`src/rtl/tpair_pkg.sv`:
```
package tpair_pkg;
  localparam logic [2:0] MODE_IDLE = 3'b000;
  localparam logic [2:0] MODE_RUN  = 3'b001;
  localparam logic [2:0] MODE_CASC = 3'b111;

  localparam int CTRL_DIR_BIT = 3;
  localparam int CTRL_SRC_LSB = 4;

  typedef enum logic [2:0] {
    F_CNT  = 3'd0,
    F_HOLD = 3'd1,
    F_LOAD = 3'd2,
    F_UPL  = 3'd3,
    F_DNL  = 3'd4,
    F_CTRL = 3'd5
  } field_e;
endpackage

```
`src/rtl/tpair_link.sv`:
```
module tpair_link #(
  parameter int NCH   = 2,
  parameter int SRC_W = 1
) (
  input  logic                        clk,
  input  logic                        rst,
  input  logic [NCH-1:0][SRC_W-1:0]   src,
  input  logic [NCH-1:0]              evt_in,
  input  logic [NCH-1:0]              dir_in,
  output logic [NCH-1:0]              cas_evt,
  output logic [NCH-1:0]              cas_dir
);
  for (genvar i = 0; i < NCH; i++) begin : g_sel
    always_comb begin
      cas_evt[i] = 1'b0;
      cas_dir[i] = 1'b0;
      for (int j = 0; j < NCH; j++) begin
        if (j != i && src[i] == SRC_W'(j)) begin
          cas_evt[i] = evt_in[j];
          cas_dir[i] = dir_in[j];
        end
      end
    end

    // a channel never receives an event while it selects itself
    assert_no_self_evt_R6: assert property (@(posedge clk) disable iff (rst)
      (src[i] == SRC_W'(i)) |-> !cas_evt[i]);
  end
endmodule

```
`src/rtl/tpair_chan.sv`:
```
module tpair_chan
  import tpair_pkg::*;
#(
  parameter int W     = 16,
  parameter int IDX   = 0,
  parameter int SRC_W = 1
) (
  input  logic             clk,
  input  logic             rst,
  input  logic             wr_en,
  input  field_e           wr_field,
  input  logic [W-1:0]     wdata,
  input  logic             snap,
  input  logic             casc_evt,
  input  logic             casc_dir,
  output logic [W-1:0]     cnt_q,
  output logic [W-1:0]     hold_q,
  output logic [W-1:0]     load_q,
  output logic [W-1:0]     upl_q,
  output logic [W-1:0]     dnl_q,
  output logic [2:0]       mode_q,
  output logic             dir_q,
  output logic [SRC_W-1:0] src_q,
  output logic             link_evt,
  output logic             link_dir,
  output logic             evt_q
);
  logic run_mode, casc_mode, adv, step_dn, hit, evt, wr_cnt;

  always_comb begin
    run_mode  = (mode_q == MODE_RUN);
    casc_mode = (mode_q == MODE_CASC);
    adv       = run_mode | (casc_mode & casc_evt);
    step_dn   = casc_mode ? casc_dir : dir_q;
    hit       = step_dn ? (cnt_q == dnl_q) : (cnt_q == upl_q);
    evt       = adv & hit;
    // only a free-running channel feeds the link: bounds a chain to two
    link_evt  = run_mode & (dir_q ? (cnt_q == dnl_q) : (cnt_q == upl_q));
    link_dir  = dir_q;
    wr_cnt    = wr_en && (wr_field == F_CNT);
  end

  always_ff @(posedge clk) begin
    if (rst) begin
      cnt_q  <= '0;
      hold_q <= '0;
      load_q <= '0;
      upl_q  <= '0;
      dnl_q  <= '0;
      mode_q <= MODE_IDLE;
      dir_q  <= 1'b0;
      src_q  <= '0;
      evt_q  <= 1'b0;
    end else begin
      if (wr_cnt)
        cnt_q <= wdata;
      else if (adv)
        cnt_q <= hit ? load_q : (step_dn ? cnt_q - W'(1) : cnt_q + W'(1));
      if (snap)
        hold_q <= cnt_q;
      if (wr_en) begin
        case (wr_field)
          F_LOAD: load_q <= wdata;
          F_UPL:  upl_q  <= wdata;
          F_DNL:  dnl_q  <= wdata;
          F_CTRL: begin
            mode_q <= wdata[2:0];
            dir_q  <= wdata[CTRL_DIR_BIT];
            src_q  <= wdata[CTRL_SRC_LSB +: SRC_W];
          end
          default: ;
        endcase
      end
      evt_q <= evt;
    end
  end

  assert_idle_hold_R2: assert property (@(posedge clk) disable iff (rst)
    (!run_mode && !casc_mode && !wr_cnt) |=> cnt_q == $past(cnt_q));

  assert_reload_R3: assert property (@(posedge clk) disable iff (rst)
    (adv && hit && !wr_cnt) |=> cnt_q == $past(load_q));

  assert_casc_up_R4: assert property (@(posedge clk) disable iff (rst)
    (casc_mode && casc_evt && !casc_dir && cnt_q != upl_q && !wr_cnt)
      |=> cnt_q == $past(cnt_q) + W'(1));

  assert_casc_dn_R5: assert property (@(posedge clk) disable iff (rst)
    (casc_mode && casc_evt && casc_dir && cnt_q != dnl_q && !wr_cnt)
      |=> cnt_q == $past(cnt_q) - W'(1));

  assert_self_src_R6: assert property (@(posedge clk) disable iff (rst)
    (casc_mode && src_q == SRC_W'(IDX) && !wr_cnt) |=> cnt_q == $past(cnt_q));

  assert_casc_silent_R7: assert property (@(posedge clk) disable iff (rst)
    casc_mode |-> !link_evt);

  assert_snap_R8: assert property (@(posedge clk) disable iff (rst)
    snap |=> hold_q == $past(cnt_q));

  assert_write_wins_R9: assert property (@(posedge clk) disable iff (rst)
    wr_cnt |=> cnt_q == $past(wdata));

  assert_evt_pulse_R10: assert property (@(posedge clk) disable iff (rst)
    evt |=> evt_q);
endmodule

```
`src/rtl/tpair_timer.sv`:
```
module tpair_timer
  import tpair_pkg::*;
#(
  parameter  int W      = 16,
  parameter  int NCH    = 2,
  localparam int CH_W   = (NCH > 1) ? $clog2(NCH) : 1,
  localparam int SRC_W  = CH_W,
  localparam int ADDR_W = CH_W + 3
) (
  input  logic              clk,
  input  logic              rst,
  input  logic              bus_wr,
  input  logic              bus_rd,
  input  logic [ADDR_W-1:0] bus_addr,
  input  logic [W-1:0]      bus_wdata,
  output logic [W-1:0]      bus_rdata,
  output logic              bus_rvalid,
  output logic [NCH-1:0]    cmp_evt
);
  logic [W-1:0]            cnt_a  [NCH];
  logic [W-1:0]            hold_a [NCH];
  logic [W-1:0]            load_a [NCH];
  logic [W-1:0]            upl_a  [NCH];
  logic [W-1:0]            dnl_a  [NCH];
  logic [2:0]              mode_a [NCH];
  logic [NCH-1:0]          dir_a;
  logic [NCH-1:0][SRC_W-1:0] src_a;
  logic [NCH-1:0]          lnk_evt, lnk_dir, cas_evt, cas_dir, evt_q;

  field_e          fsel;
  logic [CH_W-1:0] ch_sel;
  logic            snap;
  logic [W-1:0]    rdata_d;

  assign fsel   = field_e'(bus_addr[2:0]);
  assign ch_sel = bus_addr[3 +: CH_W];
  assign snap   = bus_rd && (fsel == F_CNT);

  for (genvar g = 0; g < NCH; g++) begin : g_ch
    tpair_chan #(.W(W), .IDX(g), .SRC_W(SRC_W)) u_chan (
      .clk      (clk),
      .rst      (rst),
      .wr_en    (bus_wr && ch_sel == CH_W'(g)),
      .wr_field (fsel),
      .wdata    (bus_wdata),
      .snap     (snap),
      .casc_evt (cas_evt[g]),
      .casc_dir (cas_dir[g]),
      .cnt_q    (cnt_a[g]),
      .hold_q   (hold_a[g]),
      .load_q   (load_a[g]),
      .upl_q    (upl_a[g]),
      .dnl_q    (dnl_a[g]),
      .mode_q   (mode_a[g]),
      .dir_q    (dir_a[g]),
      .src_q    (src_a[g]),
      .link_evt (lnk_evt[g]),
      .link_dir (lnk_dir[g]),
      .evt_q    (evt_q[g])
    );
  end

  tpair_link #(.NCH(NCH), .SRC_W(SRC_W)) u_link (
    .clk     (clk),
    .rst     (rst),
    .src     (src_a),
    .evt_in  (lnk_evt),
    .dir_in  (lnk_dir),
    .cas_evt (cas_evt),
    .cas_dir (cas_dir)
  );

  assign cmp_evt = evt_q;

  always_comb begin
    rdata_d = '0;
    for (int i = 0; i < NCH; i++) begin
      if (ch_sel == CH_W'(i)) begin
        case (fsel)
          F_CNT:   rdata_d = cnt_a[i];
          F_HOLD:  rdata_d = hold_a[i];
          F_LOAD:  rdata_d = load_a[i];
          F_UPL:   rdata_d = upl_a[i];
          F_DNL:   rdata_d = dnl_a[i];
          F_CTRL:  rdata_d = W'({src_a[i], dir_a[i], mode_a[i]});
          default: rdata_d = '0;
        endcase
      end
    end
  end

  always_ff @(posedge clk) begin
    if (rst) begin
      bus_rdata  <= '0;
      bus_rvalid <= 1'b0;
    end else begin
      bus_rvalid <= bus_rd;
      if (bus_rd)
        bus_rdata <= rdata_d;
    end
  end

  assert_rvalid_R8: assert property (@(posedge clk) disable iff (rst)
    bus_rvalid |-> $past(bus_rd));

  assert_rvalid_follow_R8: assert property (@(posedge clk) disable iff (rst)
    bus_rd |=> bus_rvalid);
endmodule

```
`config.mk`:
```
export PLATFORM = sky130hd
export DESIGN_NAME = tpair_timer
export DESIGN_NICKNAME = d
export VERILOG_FILES = /design/src/rtl/tpair_pkg.sv /design/src/rtl/tpair_link.sv /design/src/rtl/tpair_chan.sv /design/src/rtl/tpair_timer.sv
export SDC_FILE = /design/constraint.sdc
export NUM_CORES = 1
export LEC_CHECK = 0
export BUFFER_PORTS_ARGS = -buffer_cell sky130_fd_sc_hd__buf_2
export CAP_MARGIN = 20
export CORE_MARGIN = 2
export CORE_UTILIZATION = 45
export CTS_CLUSTER_DIAMETER = 60
export DETAILED_ROUTE_END_ITERATION = 7
export PLACE_DENSITY = 0.72
export SKIP_CTS_REPAIR_TIMING = 1
export SYNTH_ARGS = -nofsm -noshare
export SYNTH_HDL_FRONTEND = slang
export SYNTH_SLANG_ARGS = --single-unit
```
`constraint.sdc`:
```
create_clock -name clk -period 3.4 [get_ports clk]
set_input_delay 0.51 -clock clk [delete_from_list [all_inputs] [get_ports clk]]
set_output_delay 0.51 -clock clk [all_outputs]
set_load 0.02 [all_outputs]
```
==> metrics.txt, run 1 <==
# diodes 0; First-pass DRT Iterations 7; Layout Skew 0.0166 ns; fin worst setup slack 0.0635 ns; pin count of the biggest net entering global routing 65; Worst Tran Pin Value 0.787 ns; Layout Cells excl Fill 1,693; die height 158 um; total of max-cap violations 0; Fin. Hold Viols 0; setup_tns 0 ns; DP Worst Slack between 0.1 and 0.15 ns; Yosys Warn Count 0; crit share post-route 98.1%; Power Total roughly 5 mW; Final ANT Viol Nets 0; number of distinct library cells after synthesis 71; Static Leak 4.17 nW; max incr delay on CP 0.36 ns; CP startpoint kind flip-flop; WP data required 3.77 ns; top_reg_cell synth dfxtp_1; Crit-path slowest cell dfxtp_2; clk sinks 189; H-tree Lvls 4; Area Overhead vs Synth 11.1%; CTS tree done; status finished, final reports clean; final net count 1,419; first-pass GRT wire length 53.5 mm; CTS buffer count 17; vias per cell 6.09; Port Buffers 42; area of the core 0.0235 mm2; Mapped Avg Cell Area 7.88 um2; CP cell instances and3_4 > nor2b_1 > a31oi_2 > clkinvlp_4 > ha_1 > a211oi_1 > o211ai_1 > nand4_1 > a311oi_2 > buf_4 > a221oi_1 > xnor2_1 > nand3_1 > a31oi_1; Hold WC Path Type in -> reg; Gate Count Post-Synth 1,362; Reg clk slew, reported paths 0.08 ns; initial antenna violation count 0; synthesized cell area 0.0107 mm2; number of global-route vias before repair 9,653; initial core utilization 45.7%; power per cell area 423 mW/mm2; min cycle time layout between 3 and 4 ns; final slew viol count 0; EDFF count, synth 0; worst-case clock buffer depth 2; I/O pin cnt between 40 and 50; total length of routed wires 34.5 mm; WHS Path Cells 3; worst skew pair latency approximately 0.45 ns; VDD IR-drop max 0.000327 V; hpwl dp 24.0 mm; final setup fails 0; # placed instances 1,655; crit-path max FO 7; Via Count 10,300; gr ovfl total 0; Slew Limit Headroom 47.5%; fillcell total roughly 2,200; WL/cell 20.4 um; CP arrival 3.70 ns; Max Freq around 0.30 GHz; ys async rst share 0%; GR Util All Layers 27.7%; chip width 158 um; Synthesized Nets around 1,400; Worst Setup Path Type reg -> reg; sequential share of the synthesized area 35.2%; CP Capture Type flip-flop; reg2reg path depth 14; Die ar. 0.0251 mm2; Final Wtd Congestion 0.950; share of cells above drive strength 1 12.5%; site row count 56; Residual DRC 0; starting DRC count in detailed routing 1,109; Core Util, Final 50.8%; Yosys reg bits 189; CTS root buf clkbuf_16
-- synthesized netlist by cell type (4+ instances only) --
cell      count  area share (%)
ha_1         32             3.7
o21ai_0      29             1.4
nor3_1        6            0.28
a211oi_1     15             1.0
nor4_2        5            0.58
and3_1        4            0.23
a32oi_1      13             1.1
nor2_1       80             2.8
o22ai_1      14            0.82
a22oi_1      52             3.6
dfxtp_1     189              35
o211ai_1      6            0.42
a21oi_1     178             8.3
nor2b_1      12            0.70
clkbuf_1     73             2.6
nand2_1     305              11
buf_1         4            0.14
buf_4         9            0.63
buf_2        14            0.65
nand3_1      19            0.89
mux2i_1      41             3.8
a31oi_1       7            0.41
xnor2_1      79             6.4
xor2_1        8            0.65
a21o_1       12            0.84
and2_1        6            0.35
mux2_2       16             1.7
nand2b_1     19             1.1
inv_1        13            0.45
nor3b_1       4            0.28
buf_6         4            0.42
nand4_1      30             1.7
o221ai_1      5            0.41
-- sequential cells by signal (all words and copies together) (netlist names) --
register and flops:
g_ch.u_chan.cnt_q 32, bus_rvalid 1, g_ch.u_chan.load_q 32, g_ch.u_chan.hold_q 32
g_ch.u_chan.evt_q 2, g_ch.u_chan.upl_q 32, g_ch.u_chan.src_q 2, bus_rdata 16
g_ch.u_chan.dnl_q 32, g_ch.u_chan.dir_q 2, g_ch.u_chan.mode_q 6
-- logic make-up after synthesis --
family                     Yosys count  share of synthesized area, %
xor gates and xnor gates            89                          7.40
muxes                               61                          6.19
AOI/OAI and AO/OA                  364                          21.2
and+or+nand+nor                    507                          21.0
buffers and inverters              118                          4.88
DFF                                189                          35.2
adders and majority gates           34                          4.10
-- layer usage --
metal / GRT usage (%) / share of wire [%]
met1: 35.7 / 40
met2: 45.6 / 47
met3: 4.30 / 8.7
met4: 13.3 / 4.7
met5: 0 / 0
-- critical path: cells and delay by family, from the launching register on --
family                   cells  cell delay (ns)
AO/OA/AOI/OAI                6             1.41
XOR/XNOR                     1             0.16
flip-flops                   1             0.36
AND/OR/NAND/NOR              4             0.51
buffers and inverters        2             0.45
adder cells (fa/ha/maj)      1             0.35
-- report_power, final --
part / switching [mW] / internal (mW)
Combinational: 0.410 / 0.213
Sequential: 0.0471 / 2.25
Clock: 1.00 / 1.13
-- final timing paths --
| path | startpoint | end | slack (ns) |
|---|---|---|---|
| setup reg to reg | g_ch[0].u_chan.mode_q[1]$_SDFFE_PP0P_ | g_ch[0].u_chan.cnt_q[15]$_SDFFE_PP0P_ | 0.06 |
| hold / removal | bus_wdata[6] | g_ch[1].u_chan.load_q[6]$_SDFFE_PP0P_ | 0.40 |
| hold reg to reg | g_ch[0].u_chan.hold_q[8]$_SDFFE_PP0P_ | g_ch[0].u_chan.hold_q[8]$_SDFFE_PP0P_ | 0.46 |
| setup / recovery | g_ch[0].u_chan.mode_q[1]$_SDFFE_PP0P_ | g_ch[0].u_chan.cnt_q[15]$_SDFFE_PP0P_ | 0.06 |
-- final cells by class --
cell class | instances | area (um2) | area share, %
inverter | 14 | 60.1 | 0.504
clock inverter | 15 | 204 | 1.71
tap | 319 | 399 | 3.35
sequential | 189 | 3790 | 31.8
clock buffer | 17 | 425 | 3.57
timing repair buffer | 84 | 532 | 4.46
multi-input combinational | 1055 | 6520 | 54.7
-- cell usage in the layout, fill, tap and decap left out, types with 4 or more instances in the layout --
cell and n:
nand2_1 305, dfxtp_1 186, a21oi_1 177, nor2_1 80, xnor2_1 79, a22oi_1 52, buf_4 42, mux2i_1 41
buf_2 41, nand4_1 30, ha_1 29, o21ai_0 28, nand3_1 19, nand2b_1 19, clkbuf_16 17, mux2_2 16
a211oi_1 14, o22ai_1 14, a32oi_1 13, a21o_1 12, inv_1 11, nor2b_1 11, xor2_1 8, and2_1 7
a31oi_1 7, o211ai_1 6, nor4_2 5, o221ai_1 5, nor3_1 4, clkinv_4 4
-- through the flow --
step,hold WS [ns],instance area (um2)
after detailed placement,0.447,11200
after floorplan,0.433,10700
after global routing,0.395,11900
after global placement,0.439,11200
after CTS,0.393,11800
final,0.404,11900
Note: power is estimated with default switching activity, not from simulation.
==> inputs of run 2 (changes only) <==
- ABC_AREA: not set -> 1
- CORE_UTILIZATION: 45 -> 40
- PLACE_DENSITY: 0.72 -> 0.67
==> metrics.txt, run 2 <==
I/O pin cnt 43 (unchanged); hpwl dp 28.9 mm (+20%); Pint 3.56 mW (-0.77%); CP Capture Type flip-flop; site row count 62 (+11%); initial antenna violation count 0 (unchanged); largest area contributor in the netlist dfxtp_1; WHS Path Cells 3 (unchanged); most common cell in the netlist nand2_1; CP startpoint kind flip-flop; Yosys Warn Count 0 (unchanged); Worst Tran Pin Value 0.769 ns (-0.0179 ns); Synthesized Nets 1,916 (+35%); WP data required 3.72 ns (-0.05 ns); CP Capture Point g_ch[1].u_chan.cnt_q[8]$_SDFFE_PP0P_; final slew viol count 0 (unchanged); post-synth top area share 32.7% (-2.5 points); die height 174 um (+9.9%); Clock power frac 40.4% (-1.8 points); min cycle time layout 3.00 ns (-0.337 ns); sequential share of the synthesized area 32.7% (-2.5 points); Net Sw Power 1.61 mW (+11%); vias per cell 5.46 (-10%); area of the core 0.0286 mm2 (+22%); switching share of total power 31.2% (+2.3 points); start point of the worst hold path bus_wdata[10]; Via Count 12,400 (+20%); Fin. Hold Viols 0 (unchanged); clk sinks 189 (unchanged); most frequent cells in the layout nand2_1, inv_1, a21oi_1; number of global-route vias before repair 11,400 (+18%); Seq pwr share 44.7% (-0.7 points); synthesized cell area 0.0116 mm2 (+7.8%); Reg clk slew, reported paths 0.07 ns (about the same); power per cell area 405 mW/mm2 (-4.2%); first-pass GRT wire length 62.4 mm (+17%); worst hold slack 0.405 ns (+0.000685 ns); Worst Setup Path Type reg -> reg; ys async rst share 0% (unchanged); Mapped Avg Cell Area 6.23 um2 (-21%); CTS tree done; Hold WC Path Type in -> reg; crit share post-route 88.2% (-9.9 points); final setup fails 0 (unchanged); H-tree Lvls 4 (unchanged); Yosys reg bits 189 (unchanged); CP arrival 3.32 ns (-0.38 ns); Gate Count Post-Synth 1,858 (+36%); worst skew pair latency 0.44 ns (about the same); top_reg_cell synth dfxtp_1; Final Wtd Congestion 0.927 (-2.4%); Reg2Reg Launch Point g_ch[1].u_chan.mode_q[0]$_SDFFE_PP0P_; CP Launch Point g_ch[1].u_chan.mode_q[0]$_SDFFE_PP0P_; largest cells by area after synthesis dfxtp_1, nand2_1, inv_1; WL/cell 17.4 um (-15%); flop-to-flop setup slack 0.40 ns (+0.34 ns); Residual DRC 0 (unchanged); total of max-cap violations 0 (unchanged); setup_tns 0 ns (unchanged); pin count of the biggest net entering global routing 69 (+6.2%); starting DRC count in detailed routing 1,449 (+31%); Slew Limit Headroom 48.1% (+0.54 points); Final ANT Viol Nets 0 (unchanged); Max Freq 0.333 GHz (+11%); most common cell after layout, fill and taps aside nand2_1; Post-synth top cells nand2_1, inv_1, a21oi_1, dfxtp_1, o21ai_0; crit-path max FO 17 (+10); Area Overhead vs Synth 10.3%; total length of routed wires 39.4 mm (+14%); chip width 174 um (+9.9%); share of cells above drive strength 1 7.17% (-5.3 points); initial core utilization 40.4% (-5.3 points); Static Leak 5.78 nW (+39%); Layout Skew 0.0132 ns (-0.00340 ns); Final Cell Area 0.0128 mm2 (+7.0%); Area after DPL 0.0121 mm2 (+8.6%); number of distinct library cells after synthesis 40 (-44%); power share of the combinational group 15.0% (+2.7 points); CTS root buf clkbuf_16; status finished, final reports clean; VDD IR-drop max 0.000356 V (+8.7%); CTS buffer count 17 (unchanged); gr ovfl total 0 (unchanged); fillcell total 2,953 (+32%); First-pass DRT Iterations 6 (-1); worst-case clock buffer depth 2 (unchanged); Port Buffers 42 (unchanged); GR Util All Layers 25.9% (-1.8 points); RSZ-0062 raised after global routing no; EDFF count, synth 0 (unchanged); reg2reg path depth 14 (unchanged); Die ar. 0.0303 mm2 (+21%); Worst R2R End g_ch[1].u_chan.cnt_q[8]$_SDFFE_PP0P_; final net count 1,928 (+36%); # diodes 0 (unchanged)
==> run 2: cell types whose count changed in the layout (fill, tap and decap cells not counted), moves of 14 or more <==
cell      previous run  this run
a211oi_1            14         0
a22oi_1             52         1
buf_4               42        27
inv_1               11       254
mux2_2              16         0
mux2i_1             41         0
nand2_1            305       555
nand2b_1            19         0
nand3_1             19       107
nor2_1              80       111
o21ai_0             28       159
o22ai_1             14        47
xnor2_1             79         2
==> run 2: critical path, cell delays in order, from the launching register on <==
cell and delay (ns):
dfxtp_1 0.38, nand2_1 0.11, o21ai_1 0.20, nand2_2 0.15, inv_1 0.47, ha_1 0.41
nand3_1 0.11, nand3_1 0.16, a21oi_1 0.20, xor2_1 0.27, nand2_1 0.10, nand3_1 0.07
o21ai_1 0.09, nor2_1 0.11, nor2_1 0.05
==> run 2: power by group through the flow <==
stage	clock (mW)	combinational (mW)	sequential, mW
2_1_floorplan	0	0.528	2.35
3_3_place_gp	0	0.747	2.36
3_5_place_dp	0	0.752	2.36
4_1_cts	2.09	0.756	2.31
5_1_grt	2.18	0.858	2.32
6_report	2.09	0.774	2.31
==> run 2: layout make-up <==
type,count,area [um2],share of cell area [%]
flip-flops and latches,189,3780,29.6
repair buffers,71,453,3.55
clock inverters,14,171,1.34
multi-input cells,1324,6440,50.4
inverters,267,1000,7.86
clock buffers,18,439,3.44
well taps,384,480,3.76
==> run 2: routing by layer <==
metal  vias up  GRT usage [%]  share of wire [%]
li1       6072              -                  -
met1      5619           33.8                 43
met2       568           42.0                 45
met3       110           4.31                8.1
met4         0           11.8                4.4
met5         -              0                  0
==> run 2: worst min-delay path by stage <==
stage                                        endpoint  slack (ns)
3_3_place_gp    g_ch[1].u_chan.hold_q[6]$_SDFFE_PP0P_        0.43
3_5_place_dp    g_ch[0].u_chan.hold_q[7]$_SDFFE_PP0P_        0.44
4_1_cts         g_ch[1].u_chan.dnl_q[10]$_SDFFE_PP0P_        0.40
6_report        g_ch[1].u_chan.dnl_q[10]$_SDFFE_PP0P_        0.41
5_1_grt         g_ch[1].u_chan.dnl_q[10]$_SDFFE_PP0P_        0.41
2_1_floorplan  g_ch[0].u_chan.hold_q[12]$_SDFFE_PP0P_        0.42
==> run 2: metrics by stage <==
stage	total power [mW]	setup WS (ns)	instances	utilization [%]
after detailed placement	3.11	0.447	2234	42.4
after global placement	3.11	0.509	2234	42.4
after CTS	5.16	0.411	2266	44.5
after global routing	5.36	0.108	2267	44.6
after floorplan	2.88	0.958	1858	-
final	5.17	0.400	2267	44.6
==> run 2: cells by family (layout without fill, tap and decap cells) <==
family | Yosys count | after routing | share of synthesized area (%)
XOR/XNOR | 19 | 19 | 1.44
AND/OR/NAND/NOR | 840 | 840 | 30.3
flip-flops | 189 | 189 | 32.7
adder cells (fa/ha/maj) | 34 | 34 | 3.81
buffers and inverters | 345 | 370 | 11.7
AO/OA/AOI/OAI | 431 | 431 | 20.0
==> inputs of run 3 (changes only) <==
- MAX_ROUTING_LAYER: not set -> met4
==> metrics.txt, run 3 (synthesized netlist as in run 2, its figures left out) <==
worst skew pair latency 0.45 ns (about the same); area of the core 0.0286 mm2 (unchanged); worst-case clock buffer depth 2 (unchanged); clk sinks 189 (unchanged); Slew Limit Headroom 46.6% (-1.4 points); Reg clk slew, reported paths 0.08 ns (about the same); initial core utilization 40.4% (unchanged); hpwl dp 29.0 mm (+0.55%); Crit-path slowest cell inv_1; initial antenna violation count 0 (unchanged); reg2reg path depth 14 (unchanged); CP Capture Type flip-flop; WL/cell 17.6 um (+1.4%); power per cell area 409 mW/mm2 (+0.88%); CTS tree done; WP data required 3.74 ns (+0.02 ns); Hold WC Path Type in -> reg; share of cells above drive strength 1 7.02% (-0.15 points); CTS buffer count 17 (unchanged); Fin. Hold Viols 0 (unchanged); pin count of the biggest net entering global routing 91 (+32%); starting DRC count in detailed routing 1,341 (-7.5%); # placed instances 2,233 (-0.045%); I/O pin cnt 43 (unchanged); # diodes 0 (unchanged); chip width 174 um (unchanged); Worst Tran Pin Value 0.801 ns (+0.0315 ns); Power Total 5.21 mW (+0.65%); CTS root buf clkbuf_16; final slew viol count 0 (unchanged); setup_tns 0 ns (unchanged); most frequent cells in the layout nand2_1, inv_1, a21oi_1; WHS Path Cells 3 (unchanged); First-pass DRT Iterations 5 (-1); most common cell after layout, fill and taps aside nand2_1; most frequent CP cell nand3_1; Die ar. 0.0303 mm2 (unchanged); Final ANT Viol Nets 0 (unchanged); Max Freq 0.334 GHz (+0.27%); Static Leak 5.77 nW (-0.29%); min cycle time layout 2.99 ns (-0.00812 ns); CP startpoint kind flip-flop; Layout Cells excl Fill 2,264 (-0.13%); CP cell instances nand2_1 > o21ai_1 > nand2_2 > inv_1 > ha_1 > nand3_1 > nand3_1 > a21oi_1 > xor2_1 > nand2_1 > nand3_1 > o21ai_1 > nor2_1 > nor2_1; VDD IR-drop max 0.000376 V (+5.6%); die height 174 um (unchanged); gr ovfl total 0 (unchanged); CP arrival 3.33 ns (about the same); GR Util All Layers 26.9% (+0.97 points); max incr delay on CP 0.50 ns (+0.03 ns); number of global-route vias before repair 11,300 (-0.49%); Reg2Reg Launch Point g_ch[1].u_chan.mode_q[0]$_SDFFE_PP0P_; Area after DPL 0.0121 mm2 (about the same); RSZ-0062 raised after global routing no; Residual DRC 0 (unchanged); Worst R2R End g_ch[1].u_chan.cnt_q[8]$_SDFFE_PP0P_; status finished, final reports clean; H-tree Lvls 4 (unchanged); Via Count 12,300 (-0.34%); first-pass GRT wire length 62.4 mm (unchanged); total of max-cap violations 0 (unchanged); Area Overhead vs Synth 10.1%; final net count 1,926 (-0.10%); final setup fails 0 (unchanged); site row count 62 (unchanged); Layout Skew 0.0140 ns (+0.000795 ns); flop-to-flop setup slack 0.41 ns (about the same); Worst Setup Path Type reg -> reg; Final Wtd Congestion 0.918 (-1.0%); Port Buffers 42 (unchanged); crit share post-route 88.0% (-0.24 points); fillcell total 2,988 (+1.2%); vias per cell 5.44 (-0.21%); Worst Hold Endpoint g_ch[1].u_chan.dnl_q[8]$_SDFFE_PP0P_; Final Cell Area 0.0127 mm2 (-0.23%); CP Launch Point g_ch[1].u_chan.mode_q[0]$_SDFFE_PP0P_; crit-path max FO 18 (+1); total length of routed wires 39.9 mm (+1.3%); start point of the worst hold path bus_wdata[8]
[run 3: cell types whose count changed in the layout (fill, tap and decap cells not counted)]
| cell | change |
|---|---|
| clkbuf_8 | +3 |
| clkinv_8 | -3 |
| inv_8 | -3 |
| buf_12 | -1 |
| buf_4 | -1 |
| bufinv_16 | +1 |
| clkinv_4 | +1 |
[run 3: per-stage QoR]
stage / util (%) / hold WS, ns / setup WS [ns]
6_report: 44.5 / 0.402 / 0.409
5_1_grt: 44.5 / 0.424 / 0.116
4_1_cts: 44.5 / 0.387 / 0.430
3_5_place_dp: 42.4 / 0.438 / 0.447
3_3_place_gp: 42.4 / 0.432 / 0.498
2_1_floorplan: - / 0.424 / 0.958
[run 3: worst max path at each step]
stage                     slack, ns                               endpoint
after global routing           0.12  g_ch[1].u_chan.cnt_q[15]$_SDFFE_PP0P_
after floorplan                0.96   g_ch[1].u_chan.cnt_q[7]$_SDFFE_PP0P_
after CTS                      0.43   g_ch[1].u_chan.cnt_q[8]$_SDFFE_PP0P_
final                          0.41   g_ch[1].u_chan.cnt_q[8]$_SDFFE_PP0P_
after global placement         0.50   g_ch[1].u_chan.cnt_q[8]$_SDFFE_PP0P_
after detailed placement       0.45   g_ch[1].u_chan.cnt_q[8]$_SDFFE_PP0P_
[run 3: report_power, final]
group / internal (mW) / switching (mW)
registers: 2.27 / 0.0466
clock network: 1.17 / 0.951
logic: 0.216 / 0.554
[run 3: worst max-delay path: cells and delay by family, from the launching register on]
kind / cells / cell delay, ns
DFF: 1 / 0.37
adders and majority gates: 1 / 0.42
and+or+nand+nor: 8 / 0.87
AOI/OAI and AO/OA: 3 / 0.49
buffers and inverters: 1 / 0.50
xor gates and xnor gates: 1 / 0.23
[run 3: cell type report]
| type | count | area (um2) | share of cell area (%) |
|---|---|---|---|
| clock buffers | 21 | 480 | 3.77 |
| clock inverters | 10 | 128 | 1.00 |
| inverters | 267 | 1000 | 7.88 |
| multi-input cells | 1324 | 6440 | 50.5 |
| flip-flops and latches | 189 | 3780 | 29.7 |
| well taps | 384 | 480 | 3.77 |
| repair buffers | 69 | 425 | 3.34 |
[run 3: per-layer routing]
layer	vias up	share of wire, %	global-route usage, %
li1	6041	-	-
met1	5647	43	34.2
met2	533	46	42.7
met3	106	7.5	3.76
met4	0	4.0	11.7
met5	-	0	-
